**src/rtl/evf_pkg.sv**
```systemverilog
package evf_pkg;
   // Positions whose meaning the decode depends on
   localparam int unsigned EVF_RSV_BIT   = 0;
   localparam int unsigned EVF_SPEC_BIT  = 1;
   localparam int unsigned EVF_DEF_W     = 64;
   localparam int unsigned EVF_DEF_RLO   = 32;
   localparam int unsigned EVF_DEF_RHI   = 47;

   typedef struct packed {
      logic valid;
      logic drop;
   } evf_dec_t;
endpackage

```
**src/rtl/evf_wr_mask.sv**
```systemverilog
module evf_wr_mask #(
   parameter int unsigned EV_W         = evf_pkg::EVF_DEF_W,
   parameter int unsigned RSV_LO       = evf_pkg::EVF_DEF_RLO,
   parameter int unsigned RSV_HI       = evf_pkg::EVF_DEF_RHI,
   parameter bit          SPEC_SUPPORT = 1'b1,
   parameter bit          PRESENT      = 1'b1
) (
   output logic [EV_W-1:0] wmask
);
   for (genvar i = 0; i < EV_W; i++) begin : g_bit
      localparam bit IS_RSV  = (i == evf_pkg::EVF_RSV_BIT) ||
                               (i >= RSV_LO && i <= RSV_HI);
      localparam bit IS_SPEC = (i == evf_pkg::EVF_SPEC_BIT);
      if (!PRESENT || IS_RSV || (IS_SPEC && !SPEC_SUPPORT)) begin : g_fixed
         assign wmask[i] = 1'b0;
      end else begin : g_live
         assign wmask[i] = 1'b1;
      end
   end
endmodule

```
**src/rtl/evf_ctrl_reg.sv**
```systemverilog
module evf_ctrl_reg #(
   parameter int unsigned EV_W    = evf_pkg::EVF_DEF_W,
   parameter bit          PRESENT = 1'b1
) (
   input  logic            clk,
   input  logic            rst_n,
   input  logic            wr_en,
   input  logic [EV_W-1:0] wdata,
   input  logic [EV_W-1:0] wmask,
   output logic [EV_W-1:0] cfg_q
);
   if (PRESENT) begin : g_store
      logic [EV_W-1:0] cfg_r;
      always_ff @(posedge clk or negedge rst_n) begin
         if (!rst_n)     cfg_r <= '0;
         else if (wr_en) cfg_r <= wdata & wmask;
      end
      assign cfg_q = cfg_r;

      // a write lands masked, visible on the next cycle
      a_r2_write_lands: assert property (@(posedge clk) disable iff (!rst_n)
         wr_en |=> cfg_q == ($past(wdata) & wmask));
      // without a write the stored value holds
      a_r2_hold: assert property (@(posedge clk) disable iff (!rst_n)
         !wr_en |=> $stable(cfg_q));
   end else begin : g_absent
      assign cfg_q = '0;
   end
endmodule

```
**src/rtl/evf_drop_eval.sv**
```systemverilog
module evf_drop_eval #(
   parameter int unsigned EV_W = evf_pkg::EVF_DEF_W
) (
   input  logic            clk,
   input  logic            rst_n,
   input  logic [EV_W-1:0] cfg,
   input  logic            filt_en,
   input  logic            smp_valid,
   input  logic [EV_W-1:0] smp_events,
   output evf_pkg::evf_dec_t dec
);
   logic hit;
   evf_pkg::evf_dec_t dec_d;

   assign hit         = |(cfg & smp_events);
   assign dec_d.valid = smp_valid;
   assign dec_d.drop  = smp_valid & filt_en & hit;

   always_ff @(posedge clk or negedge rst_n) begin
      if (!rst_n) dec <= '0;
      else        dec <= dec_d;
   end

   // valid follows the strobe by one clock
   a_r6_valid_follows: assert property (@(posedge clk) disable iff (!rst_n)
      smp_valid |=> dec.valid);
   a_r6_no_spurious: assert property (@(posedge clk) disable iff (!rst_n)
      !smp_valid |=> !dec.valid);
   // drop only qualified by valid
   a_r6_drop_qualified: assert property (@(posedge clk) disable iff (!rst_n)
      !dec.valid |-> !dec.drop);
   // bypass keeps every sample
   a_r5_bypass_keeps: assert property (@(posedge clk) disable iff (!rst_n)
      !filt_en |=> !dec.drop);
   // enabled match rejects
   a_r3_match_drops: assert property (@(posedge clk) disable iff (!rst_n)
      (smp_valid && filt_en && (cfg & smp_events) != '0) |=> dec.drop);
   // no overlap never rejects
   a_r4_no_overlap_keeps: assert property (@(posedge clk) disable iff (!rst_n)
      ((cfg & smp_events) == '0) |=> !dec.drop);
endmodule

```
**src/rtl/evf_sample_filter.sv**
```systemverilog
module evf_sample_filter #(
   parameter int unsigned EV_W         = evf_pkg::EVF_DEF_W,
   parameter int unsigned RSV_LO       = evf_pkg::EVF_DEF_RLO,
   parameter int unsigned RSV_HI       = evf_pkg::EVF_DEF_RHI,
   parameter bit          SPEC_SUPPORT = 1'b1,
   parameter bit          PRESENT      = 1'b1
) (
   input  logic            clk,
   input  logic            rst_n,
   input  logic            reg_wr_en,
   input  logic [EV_W-1:0] reg_wdata,
   output logic [EV_W-1:0] reg_rdata,
   input  logic            filt_en,
   input  logic            smp_valid,
   input  logic [EV_W-1:0] smp_events,
   output logic            dec_valid,
   output logic            dec_drop
);
   // Elaboration-time parameter checks
   if (EV_W < 2) begin : g_bad_width
      $error("evf_sample_filter: EV_W must be at least 2");
   end
   if (RSV_LO > RSV_HI || RSV_HI >= EV_W) begin : g_bad_band
      $error("evf_sample_filter: reserved band out of range");
   end
   if (RSV_LO <= evf_pkg::EVF_SPEC_BIT) begin : g_bad_overlap
      $error("evf_sample_filter: reserved band overlaps bits 0..1");
   end

   logic [EV_W-1:0]   wmask;
   logic [EV_W-1:0]   cfg_q;
   evf_pkg::evf_dec_t dec;

   evf_wr_mask #(
      .EV_W(EV_W), .RSV_LO(RSV_LO), .RSV_HI(RSV_HI),
      .SPEC_SUPPORT(SPEC_SUPPORT), .PRESENT(PRESENT)
   ) u_mask (
      .wmask(wmask)
   );

   evf_ctrl_reg #(.EV_W(EV_W), .PRESENT(PRESENT)) u_reg (
      .clk(clk), .rst_n(rst_n), .wr_en(reg_wr_en),
      .wdata(reg_wdata), .wmask(wmask), .cfg_q(cfg_q)
   );

   evf_drop_eval #(.EV_W(EV_W)) u_eval (
      .clk(clk), .rst_n(rst_n), .cfg(cfg_q), .filt_en(filt_en),
      .smp_valid(smp_valid), .smp_events(smp_events), .dec(dec)
   );

   assign reg_rdata = cfg_q;
   assign dec_valid = dec.valid;
   assign dec_drop  = dec.drop;

   // reserved positions never read as one
   a_r2_reserved_zero: assert property (@(posedge clk) disable iff (!rst_n)
      reg_rdata[evf_pkg::EVF_RSV_BIT] == 1'b0 && reg_rdata[RSV_HI:RSV_LO] == '0);
   // a sample beside a write is judged on the old contents
   a_r7_old_value: assert property (@(posedge clk) disable iff (!rst_n)
      (smp_valid && filt_en && reg_wr_en) |=>
         dec_drop == ($past(reg_rdata & smp_events) != '0));

   if (!SPEC_SUPPORT) begin : g_chk_nospec
      // speculative position fixed at zero
      a_r8_spec_zero: assert property (@(posedge clk) disable iff (!rst_n)
         reg_rdata[evf_pkg::EVF_SPEC_BIT] == 1'b0);
   end
   if (!PRESENT) begin : g_chk_absent
      // absent register reads zero and never rejects
      a_r9_absent_inert: assert property (@(posedge clk) disable iff (!rst_n)
         reg_rdata == '0 && !dec_drop);
   end
endmodule

```
**config.mk**
```make
export PLATFORM = sky130hd
export DESIGN_NAME = evf_sample_filter
export DESIGN_NICKNAME = d
export VERILOG_FILES = /design/src/rtl/evf_pkg.sv /design/src/rtl/evf_wr_mask.sv /design/src/rtl/evf_ctrl_reg.sv /design/src/rtl/evf_drop_eval.sv /design/src/rtl/evf_sample_filter.sv
export SDC_FILE = /design/constraint.sdc
export NUM_CORES = 1
export LEC_CHECK = 0
export BUFFER_PORTS_ARGS = -buffer_cell sky130_fd_sc_hd__buf_2
export CAP_MARGIN = 20
export CORE_ASPECT_RATIO = 1.5
export CORE_MARGIN = 2
export CORE_UTILIZATION = 37
export CTS_CLUSTER_SIZE = 28
export DETAILED_ROUTE_END_ITERATION = 12
export HOLD_SLACK_MARGIN = 0.03
export PLACE_DENSITY = 0.92
export SYNTH_ARGS = -nofsm -noshare
export SYNTH_HDL_FRONTEND = slang
export SYNTH_SLANG_ARGS = --single-unit
```
**constraint.sdc**
```tcl
create_clock -name clk -period 1.8 [get_ports clk]
set_input_delay 0.09 -clock clk [delete_from_list [all_inputs] [get_ports clk]]
set_output_delay 0.09 -clock clk [all_outputs]
set_load 0.05 [all_outputs]
```
==> metrics.txt <==
global-route wire length before repair=9.96 mm; chip width=66.8 um; Die Y-Extent=98.2 um; IO Count=199; detailed-route via count=2003; source-to-sink clock delay at the later pin of the worst-skew pair=0.29 ns; clk_skew=0.00656 ns; number of design-rule violations left by the first detailed-router iteration=55; total routing resource utilization after global routing=0.202; ys flop type=sky130_fd_sc_hd__dfrtp_1; Cell Count Post-Placement=362; number of antenna violations at the first check in global routing=0; fraction of registers with async set or reset after synthesis=1.00; combined area of all synthesized cells=2190 um^2; die outline area=6550 um^2; most frequently used cell type in the post-synthesis netlist=sky130_fd_sc_hd__dfrtp_1; per-cell via count in the routed design=4.80; synthesis-stage register bit count=49; maximum fanout along the worst path=3; required time of the critical path=1.98 ns; largest incremental delay on the critical path=0.40 ns; largest area contributor in the synthesized netlist=sky130_fd_sc_hd__dfrtp_1; RSZ-0062 raised after global routing=false; TritonCTS clock tree=done; crit end category=register; final setup violating endpoints=0; Area Growth Syn to Fin=61.8%; Mean Syn Cell Area=15.0 um^2; leakage power summed over all cells=1.75 nW; Num CTS Buffers=5; Hold Fails Final Rpt=0; wire per inst=15.6 um; power after layout=3.02 mW; Core Area=5740 um^2; sequential-to-total area share from yosys stat=0.561; Placement Cell Area=2970 um^2; top cell type's share of synthesized area=0.561; sink count of the clock tree=49; count of non-filler cells in the finished layout=417; Post-route DRC=0; type of origin of the critical path=register; vias in the first global route=2107; top cells by count, synth=sky130_fd_sc_hd__dfrtp_1 (49), sky130_fd_sc_hd__mux2_2 (47), sky130_fd_sc_hd__buf_4 (17); DRT Wirelength=6.51 mm; Inserted Diodes=0; arrival time of data at the critical path endpoint=1.81 ns; Clock Tree Root=sky130_fd_sc_hd__clkbuf_8; Max Transition Viols Final=0; CTS HTree Levels=2; Worst Setup Slack, final=0.172 ns; list of cells traversed by the critical path=a22o_1 > a221oi_1 > buf_4 > nand4_1 > o311a_1; aggregate global routing overflow=0; fillcell total=453; setup TNS=0 ns; detailed-routing iteration count for the pre-antenna-repair pass=6; Sequential Area=1230 um^2; Site Rows=34; pre-CTS WS=0.117 ns; Hold Path Class=in -> reg; net count reported at finish=477; Highest Clock Rate=0.614 GHz; ANT nets after route=0; Mapped Cells=146; count of input and output buffers=147; ratio of final minimum period to clock period=0.905; deepest clock path buffer count=2; weighted congestion at the end of routability-driven global placement=0.704; transition time of the tightest slew-check pin=0.619 ns; clock transition at the register clock pins on the worst setup and hold paths after CTS=0.09 ns; maxcap violations=0; class of the most critical setup path=reg -> reg; outcome=finished clean; top area cells in the synthesized netlist=sky130_fd_sc_hd__dfrtp_1 (56%), sky130_fd_sc_hd__mux2_2 (24%), sky130_fd_sc_hd__buf_4 (5.8%); area taken by multi-input logic gates=868 um^2; summed area of non-filler cells in the final layout=3540 um^2; fin crit period=1.63 ns; slowest stage cell, crit path=sky130_fd_sc_hd__dfrtp_1; total number of yosys warnings=0; worst slew margin relative to its limit=0.588; worst ir drop on vdd=0.511 mV; initial cell density of the core=0.381; fraction of layout instances using a drive strength above 1=0.614; maximum number of pins on one net before global-route repair=48; number of flops mapped to enable cells by yosys=0; library cells used by synthesis=11; PwrDens=854 nW/um^2
==> path summary, 6_finish.rpt <==
check / from / to / slack, ns / cells past startpoint
min: reg_wdata[54] / u_reg.cfg_q[54] / 0.04 / 2
max in group asynchronous: rst_n / u_reg.cfg_q[5] / 0.88 / 3
min reg2reg: u_reg.cfg_q[4] / u_reg.cfg_q[4] / 0.54 / 1
max: u_reg.cfg_q[49] / u_eval.dec[0] / 0.17 / 5
min in group asynchronous: rst_n / u_reg.cfg_q[53] / 0.36 / 2
max reg2reg: u_reg.cfg_q[49] / u_eval.dec[0] / 0.17 / 5
==> cells by family after synthesis <==
group	count (synthesis)	share of synthesized area
flip-flops	49	0.561
multiplexers	47	0.242
AO/OA/AOI/OAI	24	0.117
buffers and inverters	22	0.0698
AND/OR/NAND/NOR	3	0.00858
other	1	0.00171
==> routing by layer <==
metal,share of wire,track usage
met1,0.34,0.212
met2,0.55,0.373
met3,0.079,0.0484
met4,0.029,0.0816
met5,0,0
==> layout make-up <==
class / instances / area share
sequential: 49 / 0.346
clock inverter: 1 / 0.00141
multi-input combinational: 91 / 0.245
clock buffer: 7 / 0.0272
timing repair buffer: 197 / 0.354
tap: 72 / 0.0255
==> cell usage in the layout, fill, tap and decap left out, drive strengths merged <==
cell type / synthesis / final
clkinv: 0 / 1
a221oi: 11 / 11
mux2: 47 / 47
conb: 1 / 17
clkbuf: 0 / 7
nand4: 3 / 3
dfrtp: 49 / 49
a222oi: 1 / 1
buf: 22 / 150
o311a: 1 / 1
a22o: 11 / 11
dlygate4sd3: 0 / 47
==> what timing repair did <==
action / CTS / global route
endpoints found under the hold margin: 70 / 1
gates resized for setup: 0 / 0
hold buffers: 46 / 1
setup buffers: 0 / 0
==> flip-flops by register name, summed over array words and instances (netlist names) <==
signal / flops
u_reg.cfg_q: 47
u_eval.dec: 2
==> power by group <==
part	internal (mW)	switching (mW)	total (mW)
clock	0.348	0.345	0.693
combinational	0.366	0.667	1.03
sequential	1.21	0.0887	1.30
total	1.92	1.10	3.02
==> metrics by stage <==
stage                     utilization  hold WS [ns]
final                           0.616        0.0407
after global routing            0.616        0.0300
after CTS                       0.615        0.0305
after detailed placement        0.517         0.136
after global placement          0.517         0.121
after floorplan                     -        -0.206
==> worst max-delay path, delay by kind of cell (launching register included) <==
kind            cells  cell delay [ns]
compound gates      3             0.86
flops               1             0.40
buf+inv             1             0.18
simple gates        1             0.08
Power figures use the tool's default switching activity.
